### src/rtl/rg_pkg.sv
package rg_pkg;
  typedef struct packed {
    logic coreRst;
    logic portForce;
  } rg_strobe_t;

  localparam logic [7:0] PORT_RST_VAL = 8'hFF;
  localparam logic [7:0] SP_RST_VAL   = 8'h07;
  localparam logic [7:0] SFR_RST_VAL  = 8'h00;
endpackage

### src/rtl/rg_ctrl.sv
module rg_ctrl #(
  parameter int CYCLE_LEN    = 12,
  parameter int SAMPLE_PHASE = 9,
  parameter int PORT_DELAY   = 19
) (
  input  logic               clk,
  input  logic               powerOnN,
  input  logic               rstPin,
  output rg_pkg::rg_strobe_t strobes,
  output logic               sampleTick,
  output logic               syncPin
);
  localparam int PH_W   = $clog2(CYCLE_LEN);
  localparam int HOLD_W = $clog2(PORT_DELAY + 1);

  logic [1:0]        syncReg;
  logic [PH_W-1:0]   phase;
  logic              prevHigh;
  logic              rstActive;
  logic              holdRun;
  logic [HOLD_W-1:0] holdCnt;
  logic              portForce;

  // two-flop re-timing of the raw pin
  always_ff @(posedge clk or negedge powerOnN) begin
    if (!powerOnN) syncReg <= 2'b00;
    else           syncReg <= {syncReg[0], rstPin};
  end

  // machine-cycle phase
  always_ff @(posedge clk or negedge powerOnN) begin
    if (!powerOnN)                             phase <= '0;
    else if (phase == PH_W'(CYCLE_LEN - 1))    phase <= '0;
    else                                       phase <= phase + 1'b1;
  end

  assign syncPin    = syncReg[1];
  assign sampleTick = (phase == PH_W'(SAMPLE_PHASE));

  // sample qualification and port hold window
  always_ff @(posedge clk or negedge powerOnN) begin
    if (!powerOnN) begin
      prevHigh  <= 1'b0;
      rstActive <= 1'b0;
      holdRun   <= 1'b0;
      holdCnt   <= '0;
      portForce <= 1'b0;
    end else begin
      if (holdRun) begin
        if (holdCnt == HOLD_W'(PORT_DELAY)) begin
          portForce <= 1'b1;
          holdRun   <= 1'b0;
        end else begin
          holdCnt <= holdCnt + 1'b1;
        end
      end
      if (sampleTick) begin
        if (syncPin) begin
          prevHigh <= 1'b1;
          if (prevHigh) begin
            rstActive <= 1'b1;
          end else begin
            holdRun <= 1'b1;
            holdCnt <= HOLD_W'(1);
          end
        end else begin
          prevHigh  <= 1'b0;
          rstActive <= 1'b0;
          holdRun   <= 1'b0;
          portForce <= 1'b0;
        end
      end
    end
  end

  assign strobes.coreRst   = rstActive;
  assign strobes.portForce = portForce;
endmodule

### src/rtl/rg_datapath.sv
module rg_datapath #(
  parameter int NUM_PORTS = 4,
  parameter int NUM_SFR   = 4,
  parameter int ADDR_W    = 4
) (
  input  logic                   clk,
  input  logic                   powerOnN,
  input  rg_pkg::rg_strobe_t     strobes,
  input  logic                   wrEn,
  input  logic [ADDR_W-1:0]      wrAddr,
  input  logic [7:0]             wrData,
  output logic [NUM_PORTS*8-1:0] portsOut,
  output logic [7:0]             spOut,
  output logic [7:0]             sbufOut,
  output logic [NUM_SFR*8-1:0]   sfrOut
);
  import rg_pkg::*;

  localparam int SP_ADDR   = NUM_PORTS;
  localparam int SBUF_ADDR = NUM_PORTS + 1;
  localparam int SFR_BASE  = NUM_PORTS + 2;

  logic wrOk;
  logic [7:0] spReg;
  logic [7:0] sbufReg;

  assign wrOk = wrEn && !strobes.coreRst;

  for (genvar p = 0; p < NUM_PORTS; p++) begin : g_port
    logic [7:0] portReg;
    always_ff @(posedge clk or negedge powerOnN) begin
      if (!powerOnN)                              portReg <= PORT_RST_VAL;
      else if (strobes.portForce)                 portReg <= PORT_RST_VAL;
      else if (wrOk && wrAddr == ADDR_W'(p))      portReg <= wrData;
    end
    assign portsOut[p*8 +: 8] = portReg;
  end

  for (genvar s = 0; s < NUM_SFR; s++) begin : g_sfr
    logic [7:0] sfrReg;
    always_ff @(posedge clk or negedge powerOnN) begin
      if (!powerOnN)                                  sfrReg <= SFR_RST_VAL;
      else if (strobes.coreRst)                       sfrReg <= SFR_RST_VAL;
      else if (wrOk && wrAddr == ADDR_W'(SFR_BASE + s)) sfrReg <= wrData;
    end
    assign sfrOut[s*8 +: 8] = sfrReg;
  end

  always_ff @(posedge clk or negedge powerOnN) begin
    if (!powerOnN)                               spReg <= SP_RST_VAL;
    else if (strobes.coreRst)                    spReg <= SP_RST_VAL;
    else if (wrOk && wrAddr == ADDR_W'(SP_ADDR)) spReg <= wrData;
  end

  // serial buffer: reset never touches it
  always_ff @(posedge clk or negedge powerOnN) begin
    if (!powerOnN)                                 sbufReg <= 8'h00;
    else if (wrOk && wrAddr == ADDR_W'(SBUF_ADDR)) sbufReg <= wrData;
  end

  assign spOut   = spReg;
  assign sbufOut = sbufReg;
endmodule

### src/rtl/mc_reset_gen.sv
module mc_reset_gen #(
  parameter int CYCLE_LEN    = 12,
  parameter int SAMPLE_PHASE = 9,
  parameter int PORT_DELAY   = 19,
  parameter int NUM_PORTS    = 4,
  parameter int NUM_SFR      = 4,
  parameter int ADDR_W       = 4
) (
  input  logic                   clk,
  input  logic                   powerOnN,
  input  logic                   rstPin,
  input  logic                   wrEn,
  input  logic [ADDR_W-1:0]      wrAddr,
  input  logic [7:0]             wrData,
  output logic                   sysRst,
  output logic                   portRst,
  output logic [NUM_PORTS*8-1:0] portsOut,
  output logic [7:0]             spOut,
  output logic [7:0]             sbufOut,
  output logic [NUM_SFR*8-1:0]   sfrOut
);
  rg_pkg::rg_strobe_t strobes;
  logic sampleTick;
  logic syncPin;

  rg_ctrl #(
    .CYCLE_LEN(CYCLE_LEN), .SAMPLE_PHASE(SAMPLE_PHASE), .PORT_DELAY(PORT_DELAY)
  ) i_ctrl (
    .clk(clk), .powerOnN(powerOnN), .rstPin(rstPin),
    .strobes(strobes), .sampleTick(sampleTick), .syncPin(syncPin)
  );

  rg_datapath #(
    .NUM_PORTS(NUM_PORTS), .NUM_SFR(NUM_SFR), .ADDR_W(ADDR_W)
  ) i_dp (
    .clk(clk), .powerOnN(powerOnN), .strobes(strobes),
    .wrEn(wrEn), .wrAddr(wrAddr), .wrData(wrData),
    .portsOut(portsOut), .spOut(spOut), .sbufOut(sbufOut), .sfrOut(sfrOut)
  );

  assign sysRst  = strobes.coreRst;
  assign portRst = strobes.portForce;
endmodule

### config.mk
export PLATFORM = sky130hd
export DESIGN_NAME = mc_reset_gen
export DESIGN_NICKNAME = d
export VERILOG_FILES = /design/src/rtl/rg_pkg.sv /design/src/rtl/rg_ctrl.sv /design/src/rtl/rg_datapath.sv /design/src/rtl/mc_reset_gen.sv
export SDC_FILE = /design/constraint.sdc
export NUM_CORES = 1
export LEC_CHECK = 0
export ABC_AREA = 1
export CAP_MARGIN = 20
export CORE_MARGIN = 2
export CORE_UTILIZATION = 45
export DETAILED_ROUTE_END_ITERATION = 12
export GPL_ROUTABILITY_DRIVEN = 0
export PLACE_DENSITY = 0.73
export SETUP_SLACK_MARGIN = 0.02
export SKIP_CTS_REPAIR_TIMING = 1
export SYNTH_ARGS = -nofsm -noshare
export SYNTH_HDL_FRONTEND = slang
export SYNTH_SLANG_ARGS = --single-unit
### constraint.sdc
create_clock -name clk -period 3.2 [get_ports clk]
set_input_delay 0.96 -clock clk [delete_from_list [all_inputs] [get_ports clk]]
set_output_delay 0.96 -clock clk [all_outputs]
set_load 0.02 [all_outputs]
# Yosys cells after proc, flatten, opt, wreduce, memory -nomap -nowiden

Cells that the tools add are included.
Widths: inputs -> output; s select.

Bits in latches: 0
RAM bits: 0
Output and inout port bits: 82
Input bits: 16
Memories kept: 0
Bits in read-only memories: 0
Bits in registers: 95

Add/subtract/negate cells: 2
Equal/unequal tests: 13
Multiply operators: 0
Divide/modulo/power cells: 0
Reduce and logical (&&, ||, !) cells: 23
Shift operators: 0
Order comparisons: 0
Bitwise gates (word level): 0
Multiplexer cells: 36

Operators by type and width:

| cell                | number |
|---|---|
| $mux 8              | 18 |
| $mux 5              | 5 |
| $reduce_bool 2->1   | 9 |
| $eq 4x3->1 const B  | 4 |
| $eq 4x4->1 const B  | 4 |
| $mux 1              | 12 |
| $logic_and 1x1->1   | 11 |
| $eq 4x2->1 const B  | 2 |
| $add 5x1->5 const B | 1 |
| $eq 5x5->1 const B  | 1 |
| $add 4x1->4 const B | 1 |
| $eq 4x1->1 const B  | 1 |
| $logic_not 4->1     | 1 |
| $mux 4              | 1 |
| $ne 2x2->1 const B  | 1 |
| $reduce_and 2->1    | 1 |
| $logic_not 1->1     | 1 |

# Logic depth before layout (Yosys ltp)

Gate-level depths: netlist of the first run.

Depth in word-level cells: 6
Depth in mapped cells: 8

# By module

Synthesis of the first run repeated with hierarchy kept, for this count alone.

Cells, all modules: 473
Area, all modules: 4276.6 µm²

Modules (own cells, without submodules):

| module      | area each (µm²) | cells an instance | times used |
|---|---|---|---|
| rg_datapath | 3572.2          | 393               | 1 |
| rg_ctrl     | 704.4           | 80                | 1 |

# Worst setup path after synthesis of the first run

Ideal clock, no wire load.

Path kind: input to register
Start: in wrAddr[1]
End: reg i_dp.g_port[0].portReg[0]
Buffers on the path: 1
Stages: 6
Path slack: 1433 ps
Arrival time: 1705 ps
Path through: nor2_1 -> buf_4 -> nand3_4 -> nand2_4 -> nand2_1 -> nand2_1

Word-level cells in the longest chain between the ends: 3

Ends and longest elaborated chain:

| element                            | line               | source |
|---|---|---|
| start: declaration                 | mc_reset_gen.sv:13 | `input logic [ADDR_W-1:0] wrAddr,` |
| $logic_not 4->1                    | rg_datapath.sv:34  | `else if (wrOk && wrAddr == ADDR_W'(p)) portReg <= wrData;` |
| $logic_and 1x1->1                  | rg_datapath.sv:34  |  |
| $reduce_bool 2->1 (no source line) | -                  |  |
| end signal: assignment             | rg_datapath.sv:34  |  |
| end: declaration                   | rg_datapath.sv:30  | `logic [7:0] portReg;` |

Every way passes these cells.
A chain may end at the register's enable or synchronous reset.

# Worst setup path after layout of the first run

Start: reg i_ctrl.rstActive
End: out sysRst

RTL lines:

| element                  | line               | source |
|---|---|---|
| start: declaration       | rg_ctrl.sv:19      | `logic rstActive;` |
| start signal: assignment | rg_ctrl.sv:44      | `rstActive <= 1'b0;` |
| start signal: assignment | rg_ctrl.sv:61      | `rstActive <= 1'b1;` |
| start signal: assignment | rg_ctrl.sv:68      | `rstActive <= 1'b0;` |
| end: declaration         | mc_reset_gen.sv:15 | `output logic sysRst,` |

No word-level cell between the ends.

==> results of run 1 <==
layout make-up:
type	instances	area share, %
clock buffers	10	2.354
clock inverters	6	1.685
inverters	30	2.169
repair buffers	99	18.37
well taps	108	2.493
multi-input cells	324	28.27
flip-flops and latches	95	44.66
Yosys cell counts (2+ instances only):
cell	n	area, um2
nand2_1	173	649.4
nand3_1	84	420.4
dfrtp_1	60	1501
dfstp_2	35	919.6
nor2_1	25	93.84
inv_1	23	86.33
o21ai_1	8	40.04
clkbuf_1	6	22.52
inv_2	6	22.52
nand2_2	6	37.54
nand2_4	6	67.56
nand3_4	4	70.07
ha_1	3	37.54
nor2_2	3	18.77
o21ai_0	3	15.01
a21oi_1	2	10.01
buf_1	2	7.510
buf_6	2	22.52
xnor2_1	2	17.52
logic make-up (layout without fill, tap and decap cells):
family                   Yosys count  count (layout)  synth area share [%]
flip-flops                        95              95                 58.60
XOR/XNOR                           3               3                0.6361
AO/OA/AOI/OAI                     14              14                 1.757
adder cells (fa/ha/maj)            3               3                0.9086
buffers and inverters             41             145                 4.300
AND/OR/NAND/NOR                  304             304                 33.80
state kept, by name (all words and copies together), names as in the netlist, 2 cells and up:
signal               count
i_dp.g_sfr.sfrReg       32
i_ctrl.phase             4
i_ctrl.holdCnt           5
i_dp.sbufOut             8
i_dp.g_port.portReg     32
i_dp.spOut               8
i_ctrl.syncReg           2
power groups by stage:
| stage | sequential, mW | combinational [mW] | clock, mW |
|---|---|---|---|
| 2_1_floorplan | 2.13 | 0.516 | 0 |
| 3_3_place_gp | 1.84 | 1.47 | 0 |
| 6_report | 1.83 | 1.49 | 0.876 |
| 4_1_cts | 1.83 | 1.51 | 0.889 |
| 3_5_place_dp | 1.84 | 1.50 | 0 |
| 5_1_grt | 1.86 | 1.63 | 0.936 |
worst reg2reg max path: cells and delay by family, from the launching register on:
family	cells	cell delay, ps
flops	1	590
simple gates	6	850
buf+inv	1	390
routing by layer:
metal | vias up | wire [um]
li1 | 1664 | -
met5 | - | 0
met4 | 0 | 104
met1 | 1692 | 4760
met2 | 117 | 4947
met3 | 9 | 634
per-stage QoR:
stage,power (mW),setup slack (ps),hold WS [ps],util [%],area [um2]
after detailed placement,3.340,704.6,345.1,59.08,5202
after global placement,3.315,774.6,333.3,59.08,5202
after global routing,4.425,541.4,375.0,61.57,5421
final,4.197,617.0,363.8,61.57,5421
after CTS,4.227,575.7,367.5,61.57,5421
after floorplan,2.651,1433,331.2,-,4131
how the worst max path moves through the flow:
stage                                      start                               endpoint  slack, ps  depth (start not counted)
global placement                       wrAddr[1]    i_dp.g_sfr[2].sfrReg[2]$_DFFE_PN0P_        770                          6
detailed placement                     wrAddr[1]    i_dp.g_sfr[2].sfrReg[4]$_DFFE_PN0P_        700                          6
global route        i_ctrl.rstActive$_DFFE_PN0P_                                 sysRst        540                          1
finish              i_ctrl.rstActive$_DFFE_PN0P_                                 sysRst        620                          1
floorplan                              wrAddr[1]  i_dp.g_port[0].portReg[0]$_DFFE_PN1P_       1430                          6
CTS                 i_ctrl.rstActive$_DFFE_PN0P_                                 sysRst        580                          1
==> impl_metrics.json, run 1 <==
{
  "cts_tree": "built",
  "wirelength_um": 10450,
  "worstHoldStart": "i_ctrl.syncReg[0]$_DFF_PN0_",
  "startpoint_type": "flop",
  "track_usage_pct": 21.86,
  "use_met3_pct": 3.691,
  "std_cell_rows": 34,
  "drtIter0Drc": 195,
  "async_flop_share_pct": 100.0,
  "synth.distinct_cells": 26,
  "antenna_found_initial": 0,
  "r2r_setup_slack_ps": 1310,
  "outcome": "completed",
  "timing.rr.end": "i_dp.g_port[3].portReg[4]$_DFFE_PN1P_",
  "final_common_cell": "nand2_1",
  "p_int_mw": 2.742,
  "vias": 3482,
  "rsz0062_at_grt": "no",
  "synth_edf_count": 0,
  "dp_hpwl_um": 7357,
  "hp-class": "reg -> reg",
  "drc_errors": 0,
  "finalCritPeriodShare_pct": 80.72,
  "combinationalPowerShare_pct": 35.6,
  "grt_pass1_wl_um": 17040,
  "die_x_um": 99.82,
  "worstPathArrival_ps": 1620,
  "die-area_um2": 9963,
  "cts.sinks": 95,
  "rr_worst_depth": 7,
  "grt_pass1_vias": 3416,
  "fillerInstances": 747,
  "die_h_um": 99.82,
  "sequentialPowerShare_pct": 43.5,
  "hold_end": "i_ctrl.syncReg[1]$_DFF_PN0_",
  "use_met1_pct": 31.29,
  "antennaDiodeCount": 0,
  "max_stage_delay_ps": 680,
  "relSlewSlack_pct": 44.59,
  "maxCapViolations": 0,
  "overflow": 0,
  "ys_ff_latch": 95,
  "ys_warn_count": 0,
  "syn_avg_cell_area_um2": 8.981,
  "nNetsFinal": 578,
  "multi_input_area_um2": 1533,
  "cts_buffers": 9,
  "ir_drop_uv": 556.2,
  "synth_nets": 479,
  "post_drt_wl_per_cell_um": 15.54,
  "port_buffers": 97,
  "drive_gt1_share_pct": 14.36,
  "viasPerCell": 5.182,
  "crit_buf_inv": 1,
  "reg2reg_from": "i_ctrl.rstActive$_DFFE_PN0P_",
  "first_pass_iters": 5,
  "syn_area_um2": 4131,
  "grt_busiest_layer": "met2",
  "tightest_slew_ps": 829.9,
  "period_minus_slack_ps": 2583,
  "cp_max_fo": 10,
  "final_cell_mix": "173 x nand2_1, 96 x clkdlybuf4s50_1, 84 x nand3_1, 60 x dfrtp_1, 35 x dfstp_2",
  "path_clk_slew_ps": 90,
  "cpLargestDelayFamily": "buffers and inverters",
  "finalHoldViolations": 0,
  "slew_viol_final": 0,
  "critPathKind": "reg -> out",
  "p_clk_share_pct": 20.9,
  "seq_area_frac_synth_pct": 58.60,
  "dp.cells": 656,
  "p_per_area_nw_per_um2": 774.2,
  "grt_max_degree": 54,
  "worstHoldPathCells": 0,
  "regArea_um2": 2421,
  "ys.flop_type": "dfrtp_1",
  "start_util_pct": 46.92,
  "cp_cell_sequence": "clkdlybuf4s50_1",
  "final_cells": 672,
  "swShare_pct": 34.67,
  "clock_path_buffers": 2,
  "leakage_nw": 2.700,
  "clock_latency_ps": 350,
  "skew_ps": 7.458,
  "end_kind": "primary output",
  "ios": 98,
  "netlist_instances": 460,
  "cp.required_ps": 2240,
  "p_switching_mw": 1.455,
  "tns_ps": 0,
  "max_freq_ghz": 0.3871,
  "coreArea_um2": 8806,
  "syn2layout_area_growth_pct": 31.22,
  "final_antenna_net_count": 0,
  "slowest_stage": "clkdlybuf4s50_1",
  "cts-root-buf": "clkbuf_8",
  "htreeDepth": 3,
  "gr-usage-met2_pct": 34.41,
  "setup_violations": 0
}
Power figures use the tool's default switching activity.
==> inputs of run 2 (changes only) <==
- PLACE_DENSITY: 0.73 -> 0.76
- clock period: 3.2 -> 2.3 ns (I/O delays scaled with it)
==> impl_metrics.json, run 2 (synthesis results as in run 1) <==
{
  "final_antenna_net_count": 0,
  "relSlewSlack_pct": 59.36,
  "combinationalPowerShare_pct": 36.7,
  "power.total_mw": 5.739,
  "antennaDiodeCount": 0,
  "cts.sinks": 95,
  "drc_errors": 0,
  "htreeDepth": 3,
  "grt_pass1_wl_um": 16840,
  "slew_viol_final": 0,
  "syn2layout_area_growth_pct": 31.95,
  "die_x_um": 99.82,
  "cp_max_fo": 2,
  "max_stage_delay_ps": 610,
  "tns_ps": 0,
  "port_buffers": 97,
  "setup_violations": 0,
  "cp.required_ps": 1610,
  "path_clk_slew_ps": 100,
  "grt_busiest_layer": "met2",
  "maxCapViolations": 0,
  "startpoint_type": "flop",
  "die-area_um2": 9963,
  "final_area_um2": 5451,
  "cts_tree": "built",
  "dp_hpwl_um": 7423,
  "coreArea_um2": 8806,
  "hp-class": "in -> async",
  "p_per_area_nw_per_um2": 1053,
  "p_int_mw": 3.718,
  "p_clk_share_pct": 18.9,
  "drive_gt1_share_pct": 15.38,
  "worstPathArrival_ps": 1530,
  "period_minus_slack_ps": 2215,
  "place_worst_setup_slack_ps": 131.6,
  "drtIter0Drc": 220,
  "max_freq_ghz": 0.4514,
  "nNetsFinal": 586,
  "die_h_um": 99.82,
  "critPathKind": "reg -> out",
  "cp_cell_sequence": "clkdlybuf4s50_1",
  "sequentialPowerShare_pct": 44.4,
  "crit_buf_inv": 1,
  "skew_ps": 8.833,
  "end_kind": "primary output",
  "use_met1_pct": 30.99,
  "ir_drop_uv": 1068,
  "use_met3_pct": 5.362,
  "tightest_slew_ps": 608.7,
  "cts-root-buf": "clkbuf_8",
  "clock_path_buffers": 2,
  "std_cell_rows": 34,
  "finalCritPeriodShare_pct": 96.32,
  "start_util_pct": 46.92,
  "rsz0062_at_grt": "no",
  "outcome": "completed",
  "gr-usage-met2_pct": 33.06,
  "clock_latency_ps": 360,
  "viasPerCell": 5.078,
  "swShare_pct": 35.21,
  "vias": 3453,
  "p_switching_mw": 2.021,
  "leakage_nw": 2.726,
  "cpLargestDelayFamily": "buffers and inverters",
  "slowest_stage": "clkdlybuf4s50_1",
  "grt_pass1_vias": 3286,
  "post_drt_wl_per_cell_um": 15.34,
  "setup_ws_ps": 84.56,
  "largest_registers": "i_dp.g_port.portReg x32, i_dp.g_sfr.sfrReg x32",
  "ios": 98,
  "overflow": 0,
  "place_area_um2": 5263,
  "final_common_cell": "nand2_1",
  "wirelength_um": 10430,
  "track_usage_pct": 21.73,
  "cts_buffers": 9,
  "final_cell_mix": "173 x nand2_1, 96 x clkdlybuf4s50_1, 84 x nand3_1, 60 x dfrtp_1, 35 x dfstp_2",
  "first_pass_iters": 5,
  "antenna_found_initial": 0,
  "grt_max_degree": 47,
  "finalHoldViolations": 0
}
==> run 2: cell types whose count changed in the layout (fill, tap and decap cells not counted), sizes merged <==
cell	before	now
bufinv	2	1
buf	3	11
clkbuf	10	11
==> run 2: layer usage <==
layer	vias up	part of all wire (%)	wire length, um
li1	1686	-	-
met1	1632	46	4847
met2	119	45	4716
met3	16	6.7	704
met4	0	1.6	162
met5	-	0	0
==> run 2: area by class of cell <==
| cell class | count | area [um2] |
|---|---|---|
| Timing Repair Buffer | 107 | 1056 |
| Inverter | 30 | 117.6 |
| Clock buffer | 11 | 131.4 |
| Sequential cell | 95 | 2421 |
| Tap cell | 108 | 135.1 |
| Clock inverter | 5 | 57.56 |
| Fill cell | 728 | 3354 |
| Multi-Input combinational cell | 324 | 1533 |
==> run 2: final timing paths <==
| check | from | slack, ps | end | cells after the start |
|---|---|---|---|---|
| min in group clk | i_ctrl.syncReg[0]$_DFF_PN0_ | 350 | i_ctrl.syncReg[1]$_DFF_PN0_ | 0 |
| max in group asynchronous | powerOnN | 1500 | i_dp.spOut[0]$_DFFE_PN1P_ | 2 |
| min | powerOnN | 180 | i_dp.g_sfr[0].sfrReg[6]$_DFFE_PN0P_ | 1 |
| min reg2reg | i_ctrl.syncReg[0]$_DFF_PN0_ | 350 | i_ctrl.syncReg[1]$_DFF_PN0_ | 0 |
| max reg2reg | i_ctrl.rstActive$_DFFE_PN0P_ | 510 | i_dp.g_port[3].portReg[0]$_DFFE_PN1P_ | 8 |
| max | i_dp.g_port[2].portReg[6]$_DFFE_PN1P_ | 80 | portsOut[22] | 1 |
==> run 2: power by group through the flow <==
stage / sequential [mW] / combinational, mW / clock (mW)
after floorplan: 2.97 / 0.718 / 0
after global placement: 2.57 / 2.06 / 0
after detailed placement: 2.56 / 2.11 / 0
after CTS: 2.55 / 2.12 / 1.10
after global routing: 2.60 / 2.29 / 1.17
final: 2.55 / 2.10 / 1.08
==> run 2: through the flow <==
step,instances,hold WS (ps),util (%)
floorplan,460,331.2,-
global placement,664,333.7,59.76
detailed placement,664,336.2,59.76
CTS,680,173.7,61.91
global route,680,180.3,61.91
finish,680,178.0,61.91
==> inputs of run 3 (changes only) <==
- CAP_MARGIN: 20 -> unset
==> results of run 3 <==
Final layout, timing and power as in run 2 (identical DEF).
